File: config.mk
export PLATFORM = sky130hd
export DESIGN_NAME = tdc_interval_meter
export DESIGN_NICKNAME = d
export VERILOG_FILES = /design/src/rtl/tdc_ts_pkg.sv /design/src/rtl/tdl_bubble_filter.sv /design/src/rtl/tdl_thermo_encode.sv /design/src/rtl/tdc_coarse_counters.sv /design/src/rtl/tdc_interval_meter.sv
export SDC_FILE = /design/constraint.sdc
export NUM_CORES = 1
export LEC_CHECK = 0
export BUFFER_PORTS_ARGS = -buffer_cell sky130_fd_sc_hd__buf_2
export CAP_MARGIN = 10
export CELL_PAD_IN_SITES_DETAIL_PLACEMENT = 1
export CELL_PAD_IN_SITES_GLOBAL_PLACEMENT = 2
export CORE_MARGIN = 8
export CORE_UTILIZATION = 38
export DETAILED_ROUTE_END_ITERATION = 8
export PLACE_DENSITY = 0.83
export SYNTH_ARGS = -nofsm -noshare
export SYNTH_HDL_FRONTEND = slang
export SYNTH_SLANG_ARGS = --single-unit
File: constraint.sdc
create_clock -name clk -period 8.6 [get_ports clk]
set_input_delay 1.72 -clock clk [delete_from_list [all_inputs] [get_ports clk]]
set_output_delay 1.72 -clock clk [all_outputs]
set_load 0.01 [all_outputs]
File: src/rtl/tdc_ts_pkg.sv
package tdc_ts_pkg;

  // majority of three neighbouring taps: removes a single-tap bubble
  function automatic logic maj3(input logic a, input logic b, input logic c);
    return (a & b) | (a & c) | (b & c);
  endfunction

  // combined interval: fine taps plus coarse periods, in picoseconds
  function automatic int interval_ps(input int fine, input int coarse,
                                     input int tap_ps, input int clk_ps);
    return fine * tap_ps + coarse * clk_ps;
  endfunction

  // saturating increment for an event counter held in an int range
  function automatic int sat_inc(input int value, input int max_value);
    return (value >= max_value) ? max_value : value + 1;
  endfunction

endpackage

File: src/rtl/tdl_bubble_filter.sv
module tdl_bubble_filter
  import tdc_ts_pkg::*;
#(
  parameter int N = 200
) (
  input  logic [N-1:0] raw_i,
  output logic [N-1:0] clean_o
);

  for (genvar i = 0; i < N; i++) begin : g_tap
    logic below;
    logic above;
    if (i == 0) begin : g_lo
      assign below = 1'b1;
    end else begin : g_lo_n
      assign below = raw_i[i-1];
    end
    if (i == N - 1) begin : g_hi
      assign above = 1'b0;
    end else begin : g_hi_n
      assign above = raw_i[i+1];
    end
    assign clean_o[i] = maj3(below, raw_i[i], above);
  end

endmodule

File: src/rtl/tdl_thermo_encode.sv
module tdl_thermo_encode #(
  parameter int N  = 200,
  parameter int IW = $clog2(N + 1)
) (
  input  logic [N-1:0]  raw_i,
  input  logic [N-1:0]  clean_i,
  output logic [IW-1:0] idx_o,
  output logic          ok_o
);

  logic found;

  always_comb begin
    idx_o = IW'(N);
    found = 1'b0;
    for (int i = 0; i < N; i++) begin
      if (!found && !clean_i[i]) begin
        idx_o = IW'(i);
        found = 1'b1;
      end
    end
  end

  // a snapshot with no edge in it carries no timing information
  assign ok_o = (|raw_i) && !(&raw_i);

endmodule

File: src/rtl/tdc_coarse_counters.sv
module tdc_coarse_counters #(
  parameter int CW = 16
) (
  input  logic          clk,
  input  logic          rst_n,
  output logic [CW-1:0] cnt_rise_o,
  output logic [CW-1:0] cnt_fall_o,
  output logic          run_o
);

  always_ff @(posedge clk or negedge rst_n) begin
    if (!rst_n) begin
      cnt_rise_o <= '0;
      run_o      <= 1'b0;
    end else begin
      cnt_rise_o <= cnt_rise_o + CW'(1);
      run_o      <= 1'b1;
    end
  end

  // held until the first rising edge so both counters agree at every sample
  always_ff @(negedge clk or negedge rst_n) begin
    if (!rst_n) begin
      cnt_fall_o <= '0;
    end else if (run_o) begin
      cnt_fall_o <= cnt_fall_o + CW'(1);
    end
  end

endmodule

File: src/rtl/tdc_interval_meter.sv
module tdc_interval_meter
  import tdc_ts_pkg::*;
#(
  parameter int NTAPS  = 200,
  parameter int TAP_PS = 25,
  parameter int CLK_PS = 4000,
  parameter int CW     = 16,
  parameter int PSW    = 32,
  parameter int DROPW  = 8,
  parameter int IDXW   = $clog2(NTAPS + 1)
) (
  input  logic                   clk,
  input  logic                   rst_n,
  input  logic                   hit_i,
  input  logic [NTAPS-1:0]       taps_i,
  input  logic                   res_ready_i,
  output logic                   res_valid_o,
  output logic signed [IDXW:0]   res_fine_o,
  output logic [CW-1:0]          res_coarse_o,
  output logic signed [PSW-1:0]  res_ps_o,
  output logic                   code_bad_o,
  output logic [DROPW-1:0]       drop_cnt_o
);

  localparam int HALF     = NTAPS / 2;
  localparam int FALL_ADJ = 0;  // falling count already pairs with this edge
  localparam int DROP_MAX = (1 << DROPW) - 1;

  // coarse counters
  logic [CW-1:0] cnt_rise, cnt_fall;
  logic          run;

  tdc_coarse_counters #(.CW(CW)) u_cnt (
    .clk        (clk),
    .rst_n      (rst_n),
    .cnt_rise_o (cnt_rise),
    .cnt_fall_o (cnt_fall),
    .run_o      (run)
  );

  // stage 1: capture snapshot and both counts
  logic             s1_v;
  logic [NTAPS-1:0] s1_taps;
  logic [CW-1:0]    s1_cr, s1_cf;

  always_ff @(posedge clk or negedge rst_n) begin
    if (!rst_n) begin
      s1_v    <= 1'b0;
      s1_taps <= '0;
      s1_cr   <= '0;
      s1_cf   <= '0;
    end else begin
      s1_v <= hit_i;
      if (hit_i) begin
        s1_taps <= taps_i;
        s1_cr   <= cnt_rise;
        s1_cf   <= cnt_fall;
      end
    end
  end

  // stage 1 -> 2: bubble removal and encoding
  logic [NTAPS-1:0] s1_clean;
  logic [IDXW-1:0]  s1_idx;
  logic             s1_ok;
  logic [CW-1:0]    s1_coarse;

  tdl_bubble_filter #(.N(NTAPS)) u_filt (
    .raw_i   (s1_taps),
    .clean_o (s1_clean)
  );

  tdl_thermo_encode #(.N(NTAPS), .IW(IDXW)) u_enc (
    .raw_i   (s1_taps),
    .clean_i (s1_clean),
    .idx_o   (s1_idx),
    .ok_o    (s1_ok)
  );

  assign s1_coarse = (s1_idx < IDXW'(HALF)) ? (s1_cf + CW'(FALL_ADJ)) : s1_cr;

  // stage 2: timestamp
  logic            s2_v, s2_ok;
  logic [IDXW-1:0] s2_idx;
  logic [CW-1:0]   s2_coarse;

  always_ff @(posedge clk or negedge rst_n) begin
    if (!rst_n) begin
      s2_v      <= 1'b0;
      s2_ok     <= 1'b0;
      s2_idx    <= '0;
      s2_coarse <= '0;
    end else begin
      s2_v <= s1_v;
      if (s1_v) begin
        s2_ok     <= s1_ok;
        s2_idx    <= s1_idx;
        s2_coarse <= s1_coarse;
      end
    end
  end

  // stage 3: difference against previous accepted timestamp
  logic                s3_v;
  logic signed [IDXW:0] s3_fine;
  logic [CW-1:0]       s3_coarse;
  logic [IDXW-1:0]     prev_idx;
  logic [CW-1:0]       prev_coarse;
  logic                have_prev;
  logic                s2_accept;

  assign s2_accept = s2_v && s2_ok;

  always_ff @(posedge clk or negedge rst_n) begin
    if (!rst_n) begin
      s3_v        <= 1'b0;
      s3_fine     <= '0;
      s3_coarse   <= '0;
      prev_idx    <= '0;
      prev_coarse <= '0;
      have_prev   <= 1'b0;
      code_bad_o  <= 1'b0;
    end else begin
      s3_v       <= 1'b0;
      code_bad_o <= s2_v && !s2_ok;
      if (s2_accept) begin
        if (have_prev) begin
          s3_v      <= 1'b1;
          s3_fine   <= $signed({1'b0, prev_idx}) - $signed({1'b0, s2_idx});
          s3_coarse <= s2_coarse - prev_coarse;
        end
        prev_idx    <= s2_idx;
        prev_coarse <= s2_coarse;
        have_prev   <= 1'b1;
      end
    end
  end

  // output holding register with valid/ready
  logic res_load;
  logic res_stalled;

  assign res_load    = s3_v;
  assign res_stalled = res_valid_o && !res_ready_i;

  always_ff @(posedge clk or negedge rst_n) begin
    if (!rst_n) begin
      res_valid_o  <= 1'b0;
      res_fine_o   <= '0;
      res_coarse_o <= '0;
      res_ps_o     <= '0;
      drop_cnt_o   <= '0;
    end else if (res_load) begin
      if (res_stalled) begin
        drop_cnt_o <= DROPW'(sat_inc(int'(drop_cnt_o), DROP_MAX));
      end else begin
        res_valid_o  <= 1'b1;
        res_fine_o   <= s3_fine;
        res_coarse_o <= s3_coarse;
        res_ps_o     <= PSW'(interval_ps(int'(s3_fine), int'(s3_coarse), TAP_PS, CLK_PS));
      end
    end else if (res_ready_i) begin
      res_valid_o <= 1'b0;
    end
  end

endmodule

[Yosys cells after proc, flatten, opt, wreduce, memory -nomap -nowiden]
Cells that the tools add are included.
Storage, ports and cells
  bits in read-only memories: 0
  memories: 0
  logic and storage cells: 1846
  bits in writable memories: 0
  flip-flop bits (word level): 410
  bits in latches: 0
  output and inout bits: 67
Operators by class
  add/subtract/negate cells: 6
  reductions and logical operators: 610
  shifts and indexed selects: 0
  equality and inequality tests: 1
  $lt $le $gt $ge: 2
  muxes and demuxes: 406
  multiply operators: 2
  divide/modulo/power cells: 0
  bitwise gates (word level): 796
Operator list (count)
  8-bit two-way mux: 201
  1-bit zero test: 400
  1-bit bitwise OR: 398
  1-bit AND: 397
  1-bit two-way mux: 204
  1-bit logical AND: 203
  200-bit AND reduction: 1
  200-bit OR reduction: 1
  16-bit by 1-bit adder with 16-bit output (second input constant): 2
  15-bit by 29-bit adder with 30-bit output: 1
  16-bit by 7-bit multiplier with 23-bit output (second input constant): 1
  16-bit two-way mux: 1
  16-bit subtractor: 1
  9-bit by 6-bit multiplier with 15-bit output (second input constant): 1
  8-bit by 8-bit subtractor with 9-bit output: 1
  8-bit by 1-bit adder with 8-bit output (second input constant): 1
  8-bit greater-or-equal comparator (second input constant): 1
  8-bit by 7-bit < comparator with 1-bit output (second input constant): 1
  2-bit AND reduction: 4
  2-bit inequality test (second input constant): 1
  2-bit nonzero test: 1
  1-bit inverter: 1

[Depth between registers and ports, before layout]
Gate-level depths: netlist of run 1.
  depth after elaboration: 602
  gate-level depth with buffers: 26
  depth with buffers taken out: 26

[Modules after synthesis]
From an unflattened synthesis of run 1, not the netlist that was laid out.
Second synthesis, totals
  cells, all modules: 2682
  area, all modules: 27138.5 um2
By module, submodules not included
  tdc_interval_meter: seq. area each 9308.9 um2, area each 19703.9 um2, instances 1, cells an instance 1678
  tdl_thermo_encode: seq. area each 0.0 um2, area each 4008.8 um2, instances 1, cells an instance 691
  tdl_bubble_filter: seq. area each 0.0 um2, area each 2001.9 um2, instances 1, cells an instance 200
  tdc_coarse_counters: seq. area each 825.8 um2, area each 1423.9 um2, instances 1, cells an instance 113

==> results of run 1 <==
[metrics by stage]
stage | util | hold WS [ns] | instance area [um^2] | cells | worst slack, ns
after floorplan | - | 0.366 | 29000 | 3192 | 2.28
after global placement | 0.406 | 0.421 | 30800 | 4216 | 1.74
after detailed placement | 0.406 | 0.424 | 30800 | 4216 | 1.47
after CTS | 0.427 | 0.429 | 32400 | 4302 | 1.45
after global routing | 0.427 | 0.457 | 32400 | 4302 | 0.941
final | 0.427 | 0.424 | 32400 | 4303 | 1.50
[flip-flops by register name, summed over array words and instances, names as in the netlist, 8 cells and up]
signal,cells
s1_cf,16
res_ps_o,27
res_coarse_o,16
s3_fine,9
res_fine_o,9
s2_idx,8
s3_coarse,16
prev_coarse,16
prev_idx,8
s1_taps,200
drop_cnt_o,8
s1_cr,16
u_cnt.cnt_fall_o,16
u_cnt.cnt_rise_o,16
s2_coarse,16
[cell families (layout without fill, tap and decap cells)]
| group | Yosys count | count (layout) |
|---|---|---|
| and+or+nand+nor | 992 | 992 |
| AOI/OAI and AO/OA | 724 | 724 |
| buffers and inverters | 432 | 564 |
| DFF | 405 | 405 |
| muxes | 280 | 280 |
| adders and majority gates | 214 | 214 |
| xor gates and xnor gates | 144 | 144 |
| other | 1 | 2 |
[final timing paths]
check	from	to	cells after the start
max	s3_coarse[2]$_DFFE_PN0P_	res_ps_o[30]$_DFFE_PN0P_	25
min	u_cnt.cnt_fall_o[15]$_DFFE_NN0P_	u_cnt.cnt_fall_o[15]$_DFFE_NN0P_	1
max reg2reg	s3_coarse[2]$_DFFE_PN0P_	res_ps_o[30]$_DFFE_PN0P_	25
min reg2reg	u_cnt.cnt_fall_o[15]$_DFFE_NN0P_	u_cnt.cnt_fall_o[15]$_DFFE_NN0P_	1
max in group asynchronous	rst_n	u_cnt.cnt_fall_o[13]$_DFFE_NN0P_	1
min in group asynchronous	rst_n	s1_taps[145]$_DFFE_PN0P_	1
[routing by layer]
metal  part of all wire  up-vias
met2               0.48      634
met5            0.00021        -
met1               0.43    12900
met3              0.048      177
met4              0.042        4
li1                   -    11600
[cell usage after synthesis, drive strengths merged, types with 23 or more instances]
library cell and n:
a31oi 38, nand3 71, fa 72, xor2 70, o21ai 222, nand2 325
dfrtp 389, nor4 65, nor3 60, a21oi 162, mux2 247, buf 73
clkbuf 169, mux2i 33, nor2b 23, nand2b 29, nand4 76, xnor2 74
nor2 213, inv 189, o211ai 39, ha 135
[worst reg2reg max path, cell delays in order, from the launching register on]
cell and delay, ns:
dfrtp_1 0.58, fa_1 0.53, fa_1 0.55, inv_1 0.05, fa_1 0.50, inv_1 0.05, fa_1 0.44, ha_1 0.35
o21ai_0 0.15, a21oi_1 0.14, o41ai_1 0.66, o211ai_1 0.20, a31oi_1 0.27, nor2b_1 0.08, o21a_1 0.19, o41a_1 0.33
xnor2_1 0.17, ha_1 0.26, ha_1 0.32, or2_2 0.32, a21oi_1 0.23, nor2b_1 0.11, a21oi_1 0.15, o22ai_1 0.10
mux2i_1 0.17, nand3_1 0.09
[area by class of cell]
class,count,area share
Tap cell,978,0.0378
Multi-Input combinational cell,2355,0.530
Clock inverter,21,0.00796
Sequential cell,405,0.313
Inverter,190,0.0220
Timing Repair Buffer,288,0.0469
Antenna cell,1,0.0000773
Clock buffer,65,0.0419
==> run summary, run 1 <==
Arr. time, crit path: 7.60 ns
Worst skew pair latency: 0.63 ns
CP Launch Type: flop
Largest net degree at the start of global routing: 169
Ys flop type: dfrtp_1
Via count: 25300
Yosys top cell area share: 0.335
Total CTS buffers: 49
Post-Synth Simple-Gate Area: 0.169
Die area: 0.0855 mm^2
Area growth syn-to-layout: 11.5%
Effective utilization at floorplan: 0.383
Final period util: 0.826
RSZ-0062 raised after global routing: false
Fmax: 141 MHz
Cell mode on critical path: fa_1
CP Buf/Inv Count: 2
IO Pins: 271
Post-synthesis sequential area ratio: 0.349
Vias in the first global route: 26900
Area of the multi-input gates: 0.0172 mm^2
Synth cell types: 98
Largest delay share family, worst path: adder cells
H-tree depth: 2
Gr busiest metal: met2
Max cap viols: 0
Avg Cell Area, Syn: 9.10 um^2
Reg2reg setup slack: 1.50 ns
Initial antenna violation count: 3
CTS Buffer Depth: 3
1st-pass router iterations: 5
CTS tree: done
Fraction of layout cells with a size suffix above 1: 0.196
Die Ht: 292 um
Synth area leader: dfrtp_1
DRC: 0
Final Hold Fails: 0
HP Class: flop to flop
Grt ovf: 0
Slowest CP cell: o41ai_1
Clk root buf: clkbuf_16
Largest family of logic cells by synthesized area: simple AND/OR/NAND/NOR gates
Number of I/O port buffers: 270
Global-route track usage on met3: 0.0368
First-pass GRT wire length: 169000 um
Global routing usage on met2: 0.435
CP max stage delay: 0.66 ns
Post-CTS sizing: 0
Area contributors post-synth: dfrtp_1 (34%), mux2_2 (9.6%), ha_1 (5.8%)
Syn_nets: 3603
#FFs+latches synth: 405
Worst Skew: 0.0348 ns
Met1 Use GR: 0.320
Placer Congestion: 0.964
Final setup violating endpoints: 0
Final Max Tran Viols: 0
Worst-path maximum fanout: 8
WL/cell: 25.7 um
Drt initial violations: 1613
Most frequent cells in the layout: dfrtp_1 (389), nand2_1 (324), buf_2 (268)
Post-DP HPWL: 88300 um
WL final: 110000 um
Slew @ Worst Pin: 1.19 ns
Commonest non-fill, non-tap cell in the layout: dfrtp_1
Tmin final: 7.10 ns
CTS clk-pin slew, worst paths: 0.06 ns
CTS hold repair buffers: 0
Ys async rst share: 1.00
XOR/XNOR Fraction of Synth Area: 0.0434
CORE AREA: 0.0758 mm^2
Max-Slew Margin vs Limit: 0.183
Outcome: finished, final reports clean
Setup Fix Bufs, Post-CTS: 0
WP data required: 9.10 ns
Sinks on Clock Net: 405
Cells after Synth: 3192
Mux contribution to synthesized area: 0.107
Nets: 3700
Synth Area in Adders: 0.110
Fin Setup TNS: 0 ns
GRT Total Usage: 0.253
Vias per inst: 5.87
CP Class: flop to flop
Row count: 101
CP Capture Type: flop
Post-synthesis compound-gate area fraction: 0.161
Syn. warnings: 0
Seq. cell area: 0.0101 mm^2
Die width: 292 um
EDFF count, synth: 0
Filler cells: 8748
Post-route ant nets: 0
Post-Syn Area: 0.0290 mm^2
Power of run 1 is left out: the tool's default activity adds up to more than one toggle a clock period on the data nets, which glitch-free logic cannot reach.
==> run 2: changes to the inputs <==
- ABC_AREA: unset -> 1
- CORE_UTILIZATION: 38 -> 32
- PLACE_DENSITY: 0.83 -> 0.79
- clock period: 8.6 -> 5.8 ns (I/O delays scaled with it)
==> run 2 against run 1 <==
The flow now finishes with violations (setup timing). Sequential share of layout area decreased by 4.6 points. Non-clock buffer count increased by 813. Via count increased by 8.1%. Final cell count increased by 30%. Register-to-register slack got worse by 9.7 ns. Final area increased by 17%. Critical path type unchanged. Utilization increased by 3.0 points. Flip-flop and latch count unchanged.
==> run summary, run 2 <==
Effective utilization at floorplan: 0.321
Final Max Tran Viols: 0
Worst Skew: 0.0352 ns
Yosys top cell area share: 0.365
First-pass GRT wire length: 160000 um
Die Ht: 305 um
Total CTS buffers: 52
Via count: 27300
Fmax: 71.4 MHz
WL/cell: 18.4 um
Die area: 0.0928 mm^2
Area contributors post-synth: dfrtp_1 (37%), inv_1 (8.9%), nand2_1 (7.9%)
Commonest non-fill, non-tap cell in the layout: buf_4
Number of I/O port buffers: 270
Most frequent cells in the layout: buf_4 (818), inv_1 (616), nand2_1 (547)
H-tree depth: 2
CP Buf/Inv Count: 44
Fin Setup TNS: -93.28 ns
1st-pass router iterations: 5
Post-DP HPWL: 74900 um
Clk root buf: clkbuf_16
#FFs+latches synth: 405
CP Capture Type: flop
Most common cell in the netlist: inv_1
Final setup violating endpoints: 31
Post-route ant nets: 0
Outcome: complete, but fails checks
Post-synthesis sequential area ratio: 0.380
Synth cell types: 52
Max FFs per register: 200
Commonest cells in the synthesized netlist: inv_1 (629), nand2_1 (559), o21ai_0 (391), dfrtp_1 (389), a21oi_1 (304)
Syn_nets: 3790
Largest delay share family, worst path: buffers and inverters
CTS tree: done
CP max stage delay: 0.40 ns
Largest regs: s1_taps: 200 flops, res_ps_o: 27 flops
Avg Cell Area, Syn: 7.89 um^2
Final Hold Fails: 0
Top reg by flops: s1_taps
CORE AREA: 0.0830 mm^2
Cell mode on critical path: buf_4
Cell area after layout: 0.0380 mm^2
DP Worst Slack: -7.70 ns
Slew @ Worst Pin: 1.06 ns
CTS clk-pin slew, worst paths: 0.06 ns
Drt initial violations: 1250
Worst skew pair latency: 0.61 ns
CP Class: flop to flop
Tmin final: 14.00 ns
Vias in the first global route: 29500
DRC: 0
Max-Slew Margin vs Limit: 0.292
Sinks on Clock Net: 405
Seq. cell area: 0.0101 mm^2
Max cap viols: 0
Die width: 305 um
GRT Total Usage: 0.212
Ys async rst share: 1.00
CTS Buffer Depth: 3
Area of the multi-input gates: 0.0146 mm^2
HP Class: flop to flop
Grt ovf: 0
Post-Syn Area: 0.0267 mm^2
WP data required: 6.33 ns
RSZ-0062 raised after global routing: true
Placer Congestion: 0.876
Vias per inst: 4.90
Cell area after placement: 0.0337 mm^2
Slowest CP cell: dfrtp_1
Syn. warnings: 0
CP Launch Type: flop
Cells after Synth: 3379
Row count: 106
EDFF count, synth: 0
Ys flop type: dfrtp_1
Initial antenna violation count: 4
Area growth syn-to-layout: 42.4%
WL final: 102000 um
Worst-path maximum fanout: 3
Failing checks: setup timing
Arr. time, crit path: 14.53 ns
Nets: 4860
IO Pins: 271
Synth area leader: dfrtp_1
Hold slack: 0.443 ns
Largest net degree at the start of global routing: 132
Final period util: 2.41
Final worst slack: -8.20 ns
Fraction of layout cells with a size suffix above 1: 0.309
Filler cells: 10200
[run 2: cell types whose count changed after synthesis, moves of 38 or more]
cell	change
buf_2	-53
a21oi_1	+142
xnor2_1	-50
inv_1	+441
mux2_2	-240
o211ai_1	-38
o21ai_0	+178
nand2_1	+234
clkbuf_1	-92
[run 2: layer usage]
layer	part of all wire	track usage	up-vias
met2	0.49	0.374	570
li1	-	-	13200
met1	0.42	0.258	13300
met3	0.045	0.0358	203
met4	0.042	0.0804	0
met5	0	0	-
[run 2: per-stage QoR]
stage,std cells,utilization
global placement,5235,0.406
floorplan,3379,-
global route,5573,0.457
detailed placement,5235,0.406
finish,5575,0.457
CTS,5526,0.447
[run 2: path summary, 6_finish.rpt]
check                                                      start                                to  slack, ns  depth (start not counted)
worst max-delay path                      s1_taps[3]$_DFFE_PN0P_             s2_idx[0]$_DFFE_PN0P_      -8.20                        116
max in group asynchronous                                  rst_n  u_cnt.cnt_fall_o[14]$_DFFE_NN0P_       2.05                          1
worst min register to register  u_cnt.cnt_fall_o[13]$_DFFE_NN0P_  u_cnt.cnt_fall_o[13]$_DFFE_NN0P_       0.44                          1
worst min-delay path            u_cnt.cnt_fall_o[13]$_DFFE_NN0P_  u_cnt.cnt_fall_o[13]$_DFFE_NN0P_       0.44                          1
worst max register to register            s1_taps[3]$_DFFE_PN0P_             s2_idx[0]$_DFFE_PN0P_      -8.20                        116
min in group asynchronous                                  rst_n       prev_coarse[12]$_DFFE_PN0P_       0.50                          1
[run 2: cell type report]
type                    count  share of cell area
multi-input cells        2258               0.385
flip-flops and latches    405               0.267
repair buffers           1101               0.203
inverters                 631              0.0625
clock buffers              77              0.0405
well taps                1080              0.0356
clock inverters            21             0.00633
diodes                      2            0.000132
[run 2: what timing repair did]
action	in CTS	in global routing
gates cloned	0	2
endpoints found under the setup margin	33	34
resized for setup	46	106
setup buffers	195	48
hold buffers	0	0
pin swaps	32	59
[run 2: worst reg2reg max path, delay by kind of cell, from the launching register on]
family / cells / cell delay (ns)
buffers and inverters: 44 / 5.74
AND/OR/NAND/NOR: 50 / 5.55
flip-flops: 1 / 0.40
AO/OA/AOI/OAI: 22 / 2.28
[run 2: kinds of logic after synthesis]
logic type                 synth area share
AOI/OAI and AO/OA                     0.157
xor gates and xnor gates             0.0273
adders and majority gates             0.117
buffers and inverters                 0.102
DFF                                   0.380
muxes                               0.00296
other                              0.000141
and+or+nand+nor                       0.213
Power of run 2 is left out for the same reason.
==> run 3: changes to the inputs <==
- MAX_ROUTING_LAYER: unset -> met4
- SETUP_SLACK_MARGIN: unset -> 0.2
==> run 3 against run 2 <==
The flow still finishes with violations (setup timing). Final cell count increased by 0.57%. Hold slack got worse by 0.0079 ns. Fmax decreased by 2.4%. Critical endpoint unchanged. Highest routed layer unchanged.
==> run summary, run 3 (synthesized netlist as in run 2, its figures left out) <==
Outcome: complete, but fails checks
Failing checks: setup timing
First-pass GRT wire length: 165000 um
Final Max Tran Viols: 0
CP Capture Type: flop
Tmin final: 14.34 ns
Area growth syn-to-layout: 43.7%
Worst skew pair latency: 0.62 ns
RSZ-0062 raised after global routing: true
Most frequent cells in the layout: buf_4 (851), inv_1 (619), nand2_1 (543)
Seq. cell area: 0.0101 mm^2
Worst-path maximum fanout: 3
Placer Congestion: 0.907
DP Worst Slack: -7.72 ns
Largest regs: s1_taps: 200 flops, res_ps_o: 27 flops
Worst Skew: 0.0366 ns
CTS tree: done
Filler cells: 10100
Final worst slack: -8.54 ns
Die width: 305 um
IO Pins: 271
Vias per inst: 4.93
Hold Path Stages: 1
Via count: 27600
Slowest CP cell: dfrtp_1
H-tree depth: 2
Grt ovf: 0
Row count: 106
CP max stage delay: 0.38 ns
CTS clk-pin slew, worst paths: 0.06 ns
CORE AREA: 0.0830 mm^2
Number of I/O port buffers: 270
Largest net degree at the start of global routing: 139
CTS hold repair buffers: 0
Worst r2r path cells: 117
Max FFs per register: 200
Commonest non-fill, non-tap cell in the layout: buf_4
CTS Buffer Depth: 3
Final setup violating endpoints: 32
Max-Slew Margin vs Limit: 0.310
Initial antenna violation count: 1
CP Class: flop to flop
Effective utilization at floorplan: 0.321
1st-pass router iterations: 5
Fmax: 69.7 MHz
Cell area after placement: 0.0338 mm^2
WL/cell: 19.0 um
Final Hold Fails: 0
CP Launch Type: flop
Total CTS buffers: 51
DRC: 0
Slew @ Worst Pin: 1.03 ns
Post-route ant nets: 0
WL final: 107000 um
Die Ht: 305 um
Top reg by flops: s1_taps
Max cap viols: 0
GRT Total Usage: 0.225
Drt initial violations: 1289
Die area: 0.0928 mm^2
Diode count: 0
Vias in the first global route: 30000
Final period util: 2.47
Area of the multi-input gates: 0.0147 mm^2
Arr. time, crit path: 14.87 ns
WP data required: 6.33 ns
Post-DP HPWL: 75200 um
Core Util, Final: 0.462
Cell area after layout: 0.0383 mm^2
Nets: 4897
HP Class: flop to flop
Clk root buf: clkbuf_16
Cell mode on critical path: buf_4
Fraction of layout cells with a size suffix above 1: 0.314
Sinks on Clock Net: 405
## run 3: cell count changes in the layout (fill, tap and decap cells not counted), sizes merged
cell	delta
clkbuf	+2
buf	+39
diode	-2
inv	-2
clkinv	-6
bufinv	+1
## run 3: what timing repair did
action                                  4_1_cts  5_1_grt
gates resized for setup                      60       78
gates cloned                                  0        0
setup buffers                               227       44
endpoints found under the setup margin       34       35
pin swaps                                    33       57
## run 3: metrics by stage
step / hold slack (ns) / cells / setup TNS (ns)
2_1_floorplan: 0.390 / 3379 / -64.85
3_3_place_gp: 0.422 / 5242 / -82.79
3_5_place_dp: 0.437 / 5242 / -94.70
4_1_cts: 0.445 / 5563 / -88.17
5_1_grt: 0.451 / 5607 / -126.41
6_report: 0.435 / 5607 / -108.77
## run 3: per-layer routing
layer | GRT usage | wire length (um) | up-vias | share of wire
met5 | - | 0 | - | 0
met2 | 0.384 | 52000 | 622 | 0.49
met1 | 0.263 | 44800 | 13500 | 0.42
li1 | - | - | 13300 | -
met4 | 0.102 | 5530 | 0 | 0.052
met3 | 0.0325 | 4280 | 259 | 0.040
## run 3: final timing paths
kind                                             startpoint                                to  slack, ns
setup / recovery                     s1_taps[3]$_DFFE_PN0P_             s2_idx[0]$_DFFE_PN0P_      -8.54
hold / removal             u_cnt.cnt_fall_o[15]$_DFFE_NN0P_  u_cnt.cnt_fall_o[15]$_DFFE_NN0P_       0.44
setup reg to reg                     s1_taps[3]$_DFFE_PN0P_             s2_idx[0]$_DFFE_PN0P_      -8.54
hold reg to reg            u_cnt.cnt_fall_o[15]$_DFFE_NN0P_  u_cnt.cnt_fall_o[15]$_DFFE_NN0P_       0.44
max in group asynchronous                             rst_n  u_cnt.cnt_fall_o[15]$_DFFE_NN0P_       2.11
min in group asynchronous                             rst_n          s2_coarse[3]$_DFFE_PN0P_       0.51
## run 3: critical path: cells and delay by family, from the launching register on
| kind | cells | cell delay, ns |
|---|---|---|
| flops | 1 | 0.38 |
| simple gates | 50 | 5.86 |
| buf+inv | 45 | 5.75 |
| compound gates | 22 | 2.24 |
## run 3: area by class of cell
cell class | count | share of cell area
sequential | 405 | 0.265
multi-input combinational | 2258 | 0.384
clock inverter | 14 | 0.00571
timing repair buffer | 1139 | 0.208
clock buffer | 80 | 0.0404
inverter | 631 | 0.0619
tap | 1080 | 0.0353
Power of run 3 is left out for the same reason.
